## config.mk

```make
export PLATFORM = sky130hd
export DESIGN_NAME = run_strip_condenser
export DESIGN_NICKNAME = d
export VERILOG_FILES = /design/src/rtl/rsc_pkg.sv /design/src/rtl/rsc_log_ram.sv /design/src/rtl/rsc_out_stage.sv /design/src/rtl/run_strip_condenser.sv
export SDC_FILE = /design/constraint.sdc
export NUM_CORES = 1
export LEC_CHECK = 0
export ABC_AREA = 1
export CORE_MARGIN = 2
export CORE_UTILIZATION = 47
export CTS_BUF_LIST = sky130_fd_sc_hd__clkbuf_4 sky130_fd_sc_hd__clkbuf_8 sky130_fd_sc_hd__clkbuf_16
export CTS_CLUSTER_DIAMETER = 100
export DETAILED_ROUTE_END_ITERATION = 10
export PLACE_DENSITY = 0.72
export SYNTH_ARGS = -nofsm -noshare
export SYNTH_HDL_FRONTEND = slang
export SYNTH_SLANG_ARGS = --single-unit
```

## constraint.sdc

```tcl
create_clock -name clk -period 2.7 [get_ports clk]
set_clock_uncertainty 0.1 [all_clocks]
set_input_delay 0.54 -clock clk [delete_from_list [all_inputs] [get_ports clk]]
set_output_delay 0.54 -clock clk [all_outputs]
set_load 0.005 [all_outputs]
```

## src/rtl/rsc_pkg.sv

```systemverilog
package rsc_pkg;
  localparam int SKIP_W = 14;
  localparam int LEN_W  = 5;
  localparam int TUP_W  = SKIP_W + LEN_W + 1;
  localparam int MARK_W = 8;
  localparam logic [LEN_W-1:0]  LEN_MAX  = '1;
  localparam logic [MARK_W-1:0] END_MARK = 8'hA5;

  typedef enum logic [2:0] {
    ST_SCAN, ST_RESOLVE, ST_EMIT, ST_FETCH, ST_LOGOUT, ST_MARK
  } rsc_state_e;

  typedef struct packed {
    logic [SKIP_W-1:0] skip;
    logic [LEN_W-1:0]  len;
    logic              val;
  } rsc_tuple_t;
endpackage

```

## src/rtl/rsc_log_ram.sv

```systemverilog
module rsc_log_ram
  import rsc_pkg::*;
#(
  parameter int DEPTH   = 32,
  parameter int MIN_LEN = 8,
  localparam int AW = $clog2(DEPTH)
) (
  input  logic          clk,
  input  logic          rst,
  input  logic          wr_en,
  input  logic [AW-1:0] wr_addr,
  input  rsc_tuple_t    wr_data,
  input  logic [AW-1:0] rd_addr,
  output logic [TUP_W-1:0] rd_data
);
  logic [TUP_W-1:0] mem [DEPTH];

  always_ff @(posedge clk) begin
    if (wr_en) mem[wr_addr] <= wr_data;
    rd_data <= mem[rd_addr];
  end


  log_len_chk: assert property (@(posedge clk) disable iff (rst)
    wr_en |-> (wr_data.len != '0) && (32'(wr_data.len) >= MIN_LEN));
endmodule

```

## src/rtl/rsc_out_stage.sv

```systemverilog
module rsc_out_stage (
  input  logic clk,
  input  logic rst,
  input  logic ld,
  input  logic ld_bit,
  input  logic ld_sfx,
  output logic space,
  input  logic out_ready,
  output logic out_valid,
  output logic out_bit,
  output logic out_sfx
);
  assign space = !out_valid || out_ready;

  always_ff @(posedge clk) begin
    if (rst) begin
      out_valid <= 1'b0;
      out_bit   <= 1'b0;
      out_sfx   <= 1'b0;
    end else if (space) begin
      out_valid <= ld;
      out_bit   <= ld_bit;
      out_sfx   <= ld_sfx;
    end
  end


  out_stable_chk: assert property (@(posedge clk) disable iff (rst)
    out_valid && !out_ready |=> out_valid && $stable(out_bit) && $stable(out_sfx));
endmodule

```

## src/rtl/run_strip_condenser.sv

```systemverilog
module run_strip_condenser
  import rsc_pkg::*;
#(
  parameter int BLOCK_BITS = 12000,
  parameter int MIN_RUN    = 8,
  parameter int LOG_DEPTH  = 32
) (
  input  logic clk,
  input  logic rst,
  input  logic in_valid,
  input  logic in_bit,
  output logic in_ready,
  output logic out_valid,
  output logic out_bit,
  output logic out_sfx,
  input  logic out_ready,
  output logic log_ovf
);
  localparam int POS_W  = $clog2(BLOCK_BITS);
  localparam int LCNT_W = $clog2(LOG_DEPTH + 1);
  localparam int LA_W   = $clog2(LOG_DEPTH);
  localparam int BI_W   = $clog2(TUP_W);
  localparam logic [POS_W-1:0]  LAST_POS = POS_W'(BLOCK_BITS - 1);
  localparam logic [LEN_W-1:0]  MIN_L    = LEN_W'(MIN_RUN);
  localparam logic [LCNT_W-1:0] DEPTH_L  = LCNT_W'(LOG_DEPTH);

  rsc_state_e        state;
  logic [POS_W-1:0]  pos;
  logic              run_val, fin_val;
  logic [LEN_W-1:0]  run_cnt, fin_cnt;
  logic              blk_end;
  logic [SKIP_W-1:0] skip_cnt;
  logic [LCNT_W-1:0] log_cnt;
  logic [LA_W-1:0]   rd_idx;
  logic [BI_W-1:0]   bit_i;
  logic              ovf;
  logic [TUP_W-1:0]  rd_q;

  logic accept, last, same, diff, chunk, elig, full, wr_en, has_log, res_done;
  logic ospace, ld, ld_bit, ld_sfx;
  rsc_tuple_t wr_tup;

  assign in_ready = (state == ST_SCAN);
  assign log_ovf  = ovf;
  assign accept   = in_ready && in_valid;
  assign last     = (pos == LAST_POS);
  assign same     = (run_cnt != '0) && (in_bit == run_val);
  assign diff     = (run_cnt != '0) && (in_bit != run_val);
  assign chunk    = same && (run_cnt == LEN_MAX - 1'b1);
  assign elig     = (fin_cnt >= MIN_L);
  assign full     = (log_cnt == DEPTH_L);
  assign wr_en    = (state == ST_RESOLVE) && elig && !full;
  assign has_log  = (log_cnt != '0) || wr_en;
  assign res_done = wr_en || ((state == ST_EMIT) && ospace && (fin_cnt == LEN_W'(1)));
  assign wr_tup   = '{skip: skip_cnt, len: fin_cnt, val: fin_val};

  always_comb begin
    ld = 1'b0; ld_bit = 1'b0; ld_sfx = 1'b0;
    case (state)
      ST_EMIT:   begin ld = ospace; ld_bit = fin_val;                   end
      ST_LOGOUT: begin ld = ospace; ld_bit = rd_q[bit_i];   ld_sfx = 1'b1; end
      ST_MARK:   begin ld = ospace; ld_bit = END_MARK[bit_i[2:0]]; ld_sfx = 1'b1; end
      default: ;
    endcase
  end

  always_ff @(posedge clk) begin
    if (rst) begin
      state <= ST_SCAN; pos <= '0; run_val <= 1'b0; run_cnt <= '0;
      fin_val <= 1'b0; fin_cnt <= '0; blk_end <= 1'b0; skip_cnt <= '0;
      log_cnt <= '0; rd_idx <= '0; bit_i <= '0; ovf <= 1'b0;
    end else begin
      case (state)
        ST_SCAN: if (accept) begin
          pos <= last ? '0 : pos + 1'b1;
          if (diff) begin
            fin_val <= run_val; fin_cnt <= run_cnt;
            run_val <= in_bit;  run_cnt <= LEN_W'(1);
            blk_end <= last;    state   <= ST_RESOLVE;
          end else if (chunk) begin
            fin_val <= run_val; fin_cnt <= LEN_MAX; run_cnt <= '0;
            blk_end <= last;    state   <= ST_RESOLVE;
          end else if (last) begin
            fin_val <= in_bit;
            fin_cnt <= same ? run_cnt + 1'b1 : LEN_W'(1);
            run_cnt <= '0; blk_end <= 1'b1; state <= ST_RESOLVE;
          end else begin
            run_val <= in_bit;
            run_cnt <= same ? run_cnt + 1'b1 : LEN_W'(1);
          end
        end
        ST_RESOLVE: begin
          if (wr_en) begin
            log_cnt  <= log_cnt + 1'b1;
            skip_cnt <= '0;
          end else begin
            if (elig) ovf <= 1'b1;
            state <= ST_EMIT;
          end
        end
        ST_EMIT: if (ospace) begin
          fin_cnt  <= fin_cnt - 1'b1;
          skip_cnt <= skip_cnt + 1'b1;
        end
        ST_FETCH: begin
          bit_i <= BI_W'(TUP_W - 1);
          state <= ST_LOGOUT;
        end
        ST_LOGOUT: if (ospace) begin
          if (bit_i == '0) begin
            if (LCNT_W'(rd_idx) + 1'b1 == log_cnt) begin
              bit_i <= BI_W'(MARK_W - 1);
              state <= ST_MARK;
            end else begin
              rd_idx <= rd_idx + 1'b1;
              state  <= ST_FETCH;
            end
          end else begin
            bit_i <= bit_i - 1'b1;
          end
        end
        ST_MARK: if (ospace) begin
          if (bit_i == '0) begin
            state <= ST_SCAN; log_cnt <= '0; ovf <= 1'b0; skip_cnt <= '0;
          end else begin
            bit_i <= bit_i - 1'b1;
          end
        end
        default: state <= ST_SCAN;
      endcase

      if (res_done) begin
        if (blk_end && run_cnt != '0) begin
          fin_val <= run_val; fin_cnt <= run_cnt; run_cnt <= '0;
          state   <= ST_RESOLVE;
        end else if (blk_end) begin
          blk_end <= 1'b0;
          rd_idx  <= '0;
          if (has_log) begin
            state <= ST_FETCH;
          end else begin
            bit_i <= BI_W'(MARK_W - 1);
            state <= ST_MARK;
          end
        end else begin
          state <= ST_SCAN;
        end
      end
    end
  end

  rsc_log_ram #(.DEPTH(LOG_DEPTH), .MIN_LEN(MIN_RUN)) u_log (
    .clk(clk), .rst(rst), .wr_en(wr_en), .wr_addr(log_cnt[LA_W-1:0]),
    .wr_data(wr_tup), .rd_addr(rd_idx), .rd_data(rd_q)
  );

  rsc_out_stage u_out (
    .clk(clk), .rst(rst), .ld(ld), .ld_bit(ld_bit), .ld_sfx(ld_sfx),
    .space(ospace), .out_ready(out_ready), .out_valid(out_valid),
    .out_bit(out_bit), .out_sfx(out_sfx)
  );


  ovf_full_chk: assert property (@(posedge clk) disable iff (rst)
    $rose(log_ovf) |-> log_cnt == DEPTH_L);


  ovf_clear_chk: assert property (@(posedge clk) disable iff (rst)
    $fell(log_ovf) |-> (state == ST_SCAN) && (log_cnt == '0));


  blk_close_chk: assert property (@(posedge clk) disable iff (rst)
    accept && last |=> !in_ready);


  skip_bound_chk: assert property (@(posedge clk) disable iff (rst)
    wr_en |-> 32'(skip_cnt) <= BLOCK_BITS);
endmodule

```

==> implementation parameters <==
Parameter                              Value

Run status
  Result of the run    completed

CTS
  Clock slew seen by the registers of the worst setup and hold paths    0.06 ns
  # H-tree levels    3
  Total of cells resized after clock tree synthesis    0
  Post-CTS setup buffer count    0
  Insertion delay to the later sink of the worst-skew pair    0.63 ns
  Hold buffers post-CTS    0
  Number of buffers added by the clock tree synthesis step    73
  Number of sinks driven by the clock tree    725
  CTS tree    yes
  Clock tree buffer depth    3
  CTS root buf    clkbuf_16

Global routing
  Remaining global-route overflow    0
  Number of antenna violations at the first check in global routing    0
  Largest net degree at the start of global routing    64
  First-pass GRT wire length    119,000 µm
  Number of global-route vias before repair    20.3k
  Total Routing Usage GR    0.235

Placed design
  Pre-CTS WS    0.225 ns
  Detailed placement HPWL    44,700 µm
  Final estimated routing congestion in global placement    0.915
  Count of buffers inserted at the top-level ports    9
  Number of instances in the placed design    3,398

Worst setup path
  Launching point of the worst reg2reg path    log_cnt[0]
  Number of cell instances on the worst register-to-register path    10
  WP data arrival    1.93 ns
  Capture point of the worst reg-to-reg path    u_log.mem[23][0]
  CP endpoint kind    primary output
  Category of the critical setup timing path    register to primary output
  Critical path launch point type    register
  Minimum setup slack among reg-to-reg paths    0.21 ns
  Endpoint required time on the critical path    2.06 ns
  Maximum net fanout on the critical path    7

Pwr
  Sequential cell fraction of total power    0.391
  Peak supply drop    0.882 mV
  Part of the total power dissipated in combinational logic    0.302
  Power density cells    980 mW/mm²
  NetSw    11.5 mW
  Internal    22.0 mW
  Switching part of the total power    0.344
  Clock power share    0.307
  Pleak    12.0 nW

Worst hold path
  Worst hold path startpoint    pos[11]
  Hold Path End    pos[12]
  Number of cells traversed by the worst hold path    2
  Path category of the worst min-delay check    register to register

Cells and area
  Leading cell type in the layout, fill and taps excluded    edfxtp_1
  Non-filler cells in the finished layout    3,531
  Antenna fix cells    0
  Proportion of layout cells with a drive suffix above 1    0.118
  Most frequent cells in the layout    640 x edfxtp_1, 424 x nor2_1, 403 x o21ai_0, 257 x nand2_1, 186 x o22ai_1
  Area grow syn2layout    15.2%
  Layout Nets    2,645

Routing
  DRC violation count after routing    0
  Wirelength per Cell    22.0 µm
  Routed vias    20.9k
  Number of vias per cell    5.92
  Total wirelength of the detailed-routed design    77,600 µm
  Detail Route Antenna Nets    0
  Initial detailed-routing violation count    2,311
  Router iterations before antenna repair    5

STA
  Count of final setup violators    0
  Actual slew at the worst max-slew pin    1.08 ns
  Max Slew Vio Count    0
  Relative max-transition margin    0.280
  Post-layout worst setup margin    0.131 ns
  Period utilisation layout    0.951
  Unrepaired setup endpoints after global routing    false
  Number of failing hold endpoints at the final stage    0
  Min Clock Period, post-route    2.57 ns
  Max Clk Rate    389 MHz

Synth
  Fraction of synthesis flops using an asynchronous set or reset pin    0
  Portion of the post-synthesis area used by sequential elements    0.704
  Number of enable-type register cells in the synthesized netlist    640
  Mapped Nets    2,594
  Netlist area before placement    0.0297 mm²
  Yosys synthesis warning count    0
  FF+latch count, synth    725
  Average footprint of a synthesized cell    11.5 µm²
  Synthesized netlist cell count    2,576
  Number of distinct library cells after synthesis    49
  Dominant synthesized flop cell    edfxtp_1

Die
  Die height    255 µm
  Ports placed on the boundary    10
  DIE AREA    0.0652 mm²
  Num rows    92
  Area of the core region    0.0627 mm²
  Die width    255 µm
  Initial Utilization    0.474

Job
  Max_cap viols    0
[how the worst max path moves through the flow]
stage,end,from,slack (ns)
6_report,in_ready,state[2],0.13
5_1_grt,in_ready,state[2],0.07
4_1_cts,in_ready,state[2],0.11
3_5_place_dp,skip_cnt[5],out_ready,0.22
3_3_place_gp,skip_cnt[5],out_ready,0.25
2_1_floorplan,u_log.mem[10][0],fin_cnt[4],-0.07
[metrics by stage]
step / power (mW) / hold WS, ns / utilization / TNS (ns) / cell area [µm²]
floorplan: 19.5 / 0.346 / - / -40.00 / 29700
global placement: 23.1 / 0.374 / 0.507 / 0 / 31800
detailed placement: 23.2 / 0.392 / 0.507 / 0 / 31800
CTS: 33.5 / 0.408 / 0.546 / 0 / 34200
global route: 35.1 / 0.429 / 0.546 / 0 / 34200
finish: 33.6 / 0.402 / 0.546 / 0 / 34200
[registers in the layout, indices dropped and copies added, names as in the netlist, 3 cells and up, named ones only]
| name | cells |
|---|---|
| rd_idx | 5 |
| state | 3 |
| fin_cnt | 5 |
| run_cnt | 5 |
| log_cnt | 6 |
| pos | 14 |
| skip_cnt | 14 |
| bit_i | 5 |
| u_log.rd_data | 20 |
| u_log.mem | 640 |
[per-layer routing]
metal,global-route usage,routed length (µm)
met1,0.320,30900
met2,0.378,36900
met3,0.0461,7200
met4,0.0843,2590
met5,0,0
[cell type report]
type,instances,area (µm²)
Clock buffer,92,1970
Clock inverter,41,495
Fill cell,5080,28500
Inverter,113,434
Multi-Input combinational cell,1590,7840
Sequential cell,725,20900
Tap cell,846,1060
Timing Repair Buffer,124,1520
[power groups by stage]
stage | Clock [mW] | Sequential (mW) | Combinational (mW)
floorplan | 0 | 13.3 | 6.22
detailed placement | 0 | 13.4 | 9.88
CTS | 10.4 | 13.1 | 9.98
global placement | 0 | 13.3 | 9.71
finish | 10.3 | 13.1 | 10.1
global route | 10.9 | 13.2 | 11.1
[cells in the mapped netlist, types with 6 or more instances]
| cell | instances | area, µm² |
|---|---|---|
| nand2_1 | 257 | 965 |
| xor2_1 | 12 | 105 |
| o21ai_0 | 403 | 2020 |
| edfxtp_1 | 640 | 19200 |
| clkbuf_1 | 107 | 402 |
| nor2_4 | 9 | 101 |
| buf_2 | 31 | 155 |
| inv_2 | 12 | 45.0 |
| o21ai_1 | 6 | 30.0 |
| dfxtp_1 | 85 | 1700 |
| a21oi_1 | 80 | 400 |
| o22ai_1 | 186 | 1160 |
| nand3_1 | 64 | 320 |
| inv_1 | 99 | 372 |
| nor3_1 | 20 | 100 |
| nand4_1 | 12 | 75.1 |
| o31ai_1 | 7 | 52.6 |
| ha_1 | 13 | 163 |
| nor2_1 | 455 | 1710 |
[cells by family (layout without fill, tap and decap cells)]
family / after synthesis / in the layout / synth area share
xor gates and xnor gates: 15 / 15 / 0.00442
adders and majority gates: 13 / 13 / 0.00547
AOI/OAI and AO/OA: 715 / 715 / 0.132
and+or+nand+nor: 847 / 847 / 0.119
buffers and inverters: 261 / 370 / 0.0352
DFF: 725 / 725 / 0.704
[critical path: stages, from the launching register on]
cell	delay [ns]
dfxtp_1	0.38
inv_2	0.13
nand2_4	0.08
nor2_4	0.17
clkdlybuf4s50_1	0.54
(Power assumes the default switching activity.)
